--- src/rtl/vstep_pkg.sv ---
package vstep_pkg;
  localparam int STEP_W = 7;
  localparam int SUB_W  = 2;

  // strobes from control to the per-side datapath
  typedef struct packed {
    logic stepEn;    // move one element position
    logic clearAll;  // completion or scalar mode: return to zero
  } stepCtl_t;
endpackage

--- src/rtl/vstep_side.sv ---
module vstep_side
  import vstep_pkg::*;
#(
  parameter int STEP_WIDTH = STEP_W,
  parameter int SUB_WIDTH  = SUB_W
) (
  input  logic                  clk,
  input  logic                  rst,
  input  stepCtl_t              ctl,
  input  logic [STEP_WIDTH-1:0] vl,
  input  logic [SUB_WIDTH-1:0]  subvl,
  input  logic                  subOuter,
  output logic [STEP_WIDTH-1:0] step,
  output logic [SUB_WIDTH-1:0]  sub,
  output logic                  stepAtEnd,
  output logic                  subAtEnd
);
  localparam logic [STEP_WIDTH-1:0] STEP_ONE = STEP_WIDTH'(1);
  localparam logic [SUB_WIDTH-1:0]  SUB_ONE  = SUB_WIDTH'(1);

  logic [STEP_WIDTH-1:0] stepNext;
  logic [SUB_WIDTH-1:0]  subNext;

  assign stepAtEnd = (step == (vl - STEP_ONE));
  assign subAtEnd  = (sub == subvl);

  always_comb begin
    stepNext = step;
    subNext  = sub;
    if (subOuter) begin
      if (stepAtEnd && !subAtEnd) begin
        subNext  = sub + SUB_ONE;
        stepNext = '0;
      end else begin
        stepNext = step + STEP_ONE;
      end
    end else begin
      if (subAtEnd && !stepAtEnd) begin
        stepNext = step + STEP_ONE;
        subNext  = '0;
      end else begin
        subNext = sub + SUB_ONE;
      end
    end
  end

  always_ff @(posedge clk) begin
    if (rst || ctl.clearAll) begin
      step <= '0;
      sub  <= '0;
    end else if (ctl.stepEn) begin
      step <= stepNext;
      sub  <= subNext;
    end
  end
endmodule

--- src/rtl/vstep_ctrl.sv ---
module vstep_ctrl
  import vstep_pkg::*;
(
  input  logic     clk,
  input  logic     rst,
  input  logic     advance,
  input  logic     vecMode,
  input  logic     srcStepEnd,
  input  logic     srcSubEnd,
  input  logic     dstStepEnd,
  input  logic     dstSubEnd,
  output stepCtl_t ctl,
  output logic     loopDone
);
  logic finalNow;

  assign finalNow     = (srcStepEnd && srcSubEnd) || (dstStepEnd && dstSubEnd);
  assign ctl.stepEn   = advance;
  assign ctl.clearAll = advance && (finalNow || !vecMode);

  always_ff @(posedge clk) begin
    if (rst) loopDone <= 1'b0;
    else     loopDone <= ctl.clearAll;
  end
endmodule

--- src/rtl/vstep_seq.sv ---
module vstep_seq
  import vstep_pkg::*;
#(
  parameter int STEP_WIDTH = STEP_W,
  parameter int SUB_WIDTH  = SUB_W
) (
  input  logic                  clk,
  input  logic                  rst,
  input  logic [STEP_WIDTH-1:0] vl,
  input  logic [SUB_WIDTH-1:0]  subvl,
  input  logic                  packSrc,
  input  logic                  unpackDst,
  input  logic                  advance,
  input  logic                  vecMode,
  output logic [STEP_WIDTH-1:0] srcStep,
  output logic [SUB_WIDTH-1:0]  srcSub,
  output logic [STEP_WIDTH-1:0] dstStep,
  output logic [SUB_WIDTH-1:0]  dstSub,
  output logic                  srcEnd,
  output logic                  dstEnd,
  output logic                  loopDone
);
  localparam int SIDES = 2;  // index 0 source, 1 destination

  stepCtl_t              ctl;
  logic [SIDES-1:0]      outerSel;
  logic [SIDES-1:0]      stepEndV;
  logic [SIDES-1:0]      subEndV;
  logic [STEP_WIDTH-1:0] stepV [SIDES];
  logic [SUB_WIDTH-1:0]  subV  [SIDES];

  assign outerSel = {unpackDst, packSrc};

  for (genvar g = 0; g < SIDES; g++) begin : gSide
    vstep_side #(.STEP_WIDTH(STEP_WIDTH), .SUB_WIDTH(SUB_WIDTH)) uSide (
      .clk      (clk),
      .rst      (rst),
      .ctl      (ctl),
      .vl       (vl),
      .subvl    (subvl),
      .subOuter (outerSel[g]),
      .step     (stepV[g]),
      .sub      (subV[g]),
      .stepAtEnd(stepEndV[g]),
      .subAtEnd (subEndV[g])
    );
  end

  vstep_ctrl uCtrl (
    .clk       (clk),
    .rst       (rst),
    .advance   (advance),
    .vecMode   (vecMode),
    .srcStepEnd(stepEndV[0]),
    .srcSubEnd (subEndV[0]),
    .dstStepEnd(stepEndV[1]),
    .dstSubEnd (subEndV[1]),
    .ctl       (ctl),
    .loopDone  (loopDone)
  );

  assign srcStep = stepV[0];
  assign srcSub  = subV[0];
  assign dstStep = stepV[1];
  assign dstSub  = subV[1];
  assign srcEnd  = stepEndV[0];
  assign dstEnd  = stepEndV[1];
endmodule

--- config.mk ---
export PLATFORM = sky130hd
export DESIGN_NAME = vstep_seq
export DESIGN_NICKNAME = d
export VERILOG_FILES = /design/src/rtl/vstep_pkg.sv /design/src/rtl/vstep_side.sv /design/src/rtl/vstep_ctrl.sv /design/src/rtl/vstep_seq.sv
export SDC_FILE = /design/constraint.sdc
export NUM_CORES = 1
export LEC_CHECK = 0
export BUFFER_PORTS_ARGS = -buffer_cell sky130_fd_sc_hd__buf_2
export CAP_MARGIN = 20
export CORE_AREA = 2 2 70 72
export CTS_CLUSTER_DIAMETER = 150
export CTS_CLUSTER_SIZE = 8
export DETAILED_ROUTE_END_ITERATION = 16
export DIE_AREA = 0 0 72 74
export PLACE_DENSITY = 0.66
export SETUP_SLACK_MARGIN = 0.02
export SYNTH_ARGS = -nofsm -noshare
export SYNTH_HDL_FRONTEND = slang
export SYNTH_SLANG_ARGS = --single-unit
--- constraint.sdc ---
create_clock -name clk -period 3 [get_ports clk]
set_input_delay 0.15 -clock clk [delete_from_list [all_inputs] [get_ports clk]]
set_output_delay 0.15 -clock clk [all_outputs]
set_load 0.01 [all_outputs]
==> run summary <==
Status: complete, no violations
Area share of the leading cell type in the synthesized netlist: 0.242
Sequential cell area: 380 um^2
Detailed-route DRC error count: 0
Path class of the lowest-slack min-delay path: input port to flop
Worst stage delay on the critical path: 0.50 ns
Number of max-slew violations in the final report: 0
Mean post-synth cell area: 7.89 um^2
Port Buf Inserts: 35
Post-Syn Nets: 217
Final setup viols: 0
Final global-route overflow total: 0
Fillcell total: 467
Hold buffer count at CTS: 0
DIE AREA: 0.00533 mm^2
Area occupied by multi-input gates: 0.00111 mm^2
Number of antenna violations at the first check in global routing: 0
Worst voltage drop across the vdd grid: 0.128 mV
Power per cell area: 318 mW/mm^2
Required @ worst endpoint: 3.14 ns
Number of top-level pins: 36
Count of unique library cells instantiated by Yosys: 48
Total global routing track utilization: 0.154
Post-route antenna net violation count: 0
Crit Path Category: input port to flop
Share of synthesized flip-flops with an asynchronous set or reset: 0
Cell depth of the worst flop-to-flop path: 6
Cell types with the largest area share after synthesis: dfxtp_1 24%, xor2_1 5.6%, a21oi_1 5.1%, xnor2_1 5.0%, o21ai_0 4.5%
Final cell utilization of the core: 0.400
EDFF count, synth: 0
Share of synthesized area occupied by flip-flops and latches: 0.242
Routed WL per cell: 14.2 um
Category of the worst setup path capture point: flop
Synth area leader: dfxtp_1
WP depth: 9
Placement-stage cell area: 0.00179 mm^2
Worst-path fanout max: 8
Layout cell share with drive strength beyond 1: 0.224
Clock transition at path regs: 0.07 ns
Weighted congestion reported at the end of routability-driven placement: 0.821
Total number of vias: 1594
Peak Freq: 406 MHz
Critical R2R Capture: gSide[1].uSide.step[5]$_SDFFE_PP0P_
Leakage power total: 0.710 nW
Total of flip-flops plus latches after synthesis: 19
Time the final worst path needs with I/O delays and setup: 2.46 ns
Top_reg_cell synth: dfxtp_1
End point of the critical path: gSide[0].uSide.step[0]$_SDFFE_PP0P_
Sum Neg Setup Slack: 0 ns
Top library cells by usage in the layout, fill and taps aside: 35 x buf_2, 19 x dfxtp_1, 17 x nand2_1
Cell-by-cell listing of the critical path: buf_2 -> inv_1 -> ha_1 -> or4b_4 -> or3_4 -> a211oi_4 -> nand4_1 -> o221ai_2 -> nor2_1
Clock insertion delay at the later pin of the skew report: 0.25 ns
Count of yosys warnings during synthesis: 0
Final cell area excluding filler cells: 0.00184 mm^2
Critical register-to-register path startpoint: gSide[1].uSide.sub[1]$_SDFFE_PP0P_
Core region area: 0.00460 mm^2
Number of iterations in the first detailed-routing pass: 4
Via count of the first global-routing pass: 1434
Number of nets in the layout: 251
Most common cell after layout, fill and taps aside: buf_2
Maximum level of the CTS H-tree: 1
Total routed wire length on the met1 layer: 2000 um
Post-CTS Setup Bufs: 0
Routed length on met2: 1840 um
Global-route wire length before repair: 6510 um
Post-detail-place hpwl: 3050 um
1st-iter DRT viols: 152
Critical Path Slowest Stage Cell: or4b_4
Setup slack, reg-to-reg: 0.62 ns
Area growth from synthesis to final layout: 17.1%
Total wirelength of the detailed-routed design: 4060 um
Setup repair after global routing missed its margin: no
Row count: 25
Top layer in use: met4
Reported max-cap violation count: 0
Post-route clock skew: 0.00496 ns
Per-cell via count in the routed design: 5.57
Sinks on the clock net: 19
Critical path buffers and inverters: 2
Worst path top cell family by delay: simple AND/OR/NAND/NOR gates
Number of diodes: 0
Synthesized instance count: 199
Overall die width: 72 um
Arrival time reported for the critical path endpoint: 2.60 ns
Clk Tree Root Cell: clkbuf_8
Clock tree from TritonCTS: done
Normalized max-slew margin: 0.642
Post_cts resized: 0
Num CTS Buffers: 3
Critical Path Start Type: input port
Final hold violations: 0
Post-synthesis instance area: 0.00157 mm^2
Post-layout power: 0.584 mW
Fin crit share: 0.820
Initial standard-cell utilization of the core: 0.341
Worst setup path startpoint: vl[0]
CTS max path bufs: 2
Largest net degree at the start of global routing: 15
Die Height: 74 um
Tightest Pin Transition: 0.534 ns
Met3 routed WL: 187 um
synth_stat cells, types with 4 or more instances:
library cell and instances:
nand4b_1 4, nand2_1 17, nand4_1 5, nand3_1 10, dfxtp_1 19, a21oi_1 16, nor2_1 8, a31oi_1 5
clkbuf_1 7, or3_1 9, xor2_1 10, or4_1 6, o31ai_1 4, xnor2_1 9, o21ai_0 14, inv_1 9
flip-flops by register name (all words and copies together), names as in the netlist:
| signal | cells |
|---|---|
| gSide.uSide.sub | 4 |
| gSide.uSide.step | 14 |
| uCtrl.loopDone | 1 |
per-layer routing:
metal | track usage | up-vias
li1 | - | 815
met1 | 0.220 | 731
met2 | 0.240 | 44
met3 | 0.0244 | 4
met4 | 0.0503 | 0
met5 | 0 | -
logic make-up after synthesis:
family / count (synthesis) / share of synthesized area
AND/OR/NAND/NOR: 73 / 0.264
multiplexers: 2 / 0.0135
adder cells (fa/ha/maj): 3 / 0.0239
buffers and inverters: 18 / 0.0486
XOR/XNOR: 21 / 0.135
AO/OA/AOI/OAI: 63 / 0.273
flip-flops: 19 / 0.242
final cells by class:
class / count / share of cell area
Timing Repair Buffer: 38 / 0.108
Tap cell: 54 / 0.0368
Multi-Input combinational cell: 162 / 0.606
Clock buffer: 4 / 0.0245
Sequential cell: 19 / 0.207
Inverter: 9 / 0.0184
where the power goes:
part | total (mW) | internal (mW) | switching, mW
logic | 0.137 | 0.0550 | 0.0824
registers | 0.268 | 0.258 | 0.0100
clock network | 0.178 | 0.0944 | 0.0840
total | 0.584 | 0.407 | 0.176
how the worst min path moves through the flow:
| stage | start | end | slack [ns] | depth (start not counted) |
|---|---|---|---|---|
| floorplan | rst | uCtrl.loopDone$_SDFF_PP0_ | 0.23 | 1 |
| global placement | rst | uCtrl.loopDone$_SDFF_PP0_ | 0.33 | 2 |
| detailed placement | rst | uCtrl.loopDone$_SDFF_PP0_ | 0.33 | 2 |
| CTS | rst | uCtrl.loopDone$_SDFF_PP0_ | 0.06 | 2 |
| global route | rst | uCtrl.loopDone$_SDFF_PP0_ | 0.08 | 2 |
| finish | rst | uCtrl.loopDone$_SDFF_PP0_ | 0.06 | 2 |
through the flow:
step,setup slack (ns),hold WS [ns],std cells
2_1_floorplan,0.513,0.228,199
3_3_place_gp,0.322,0.332,282
3_5_place_dp,0.291,0.329,282
4_1_cts,0.536,0.0551,286
5_1_grt,0.338,0.0751,286
6_report,0.539,0.0601,286
No activity file was read; power rests on OpenSTA's default activity.
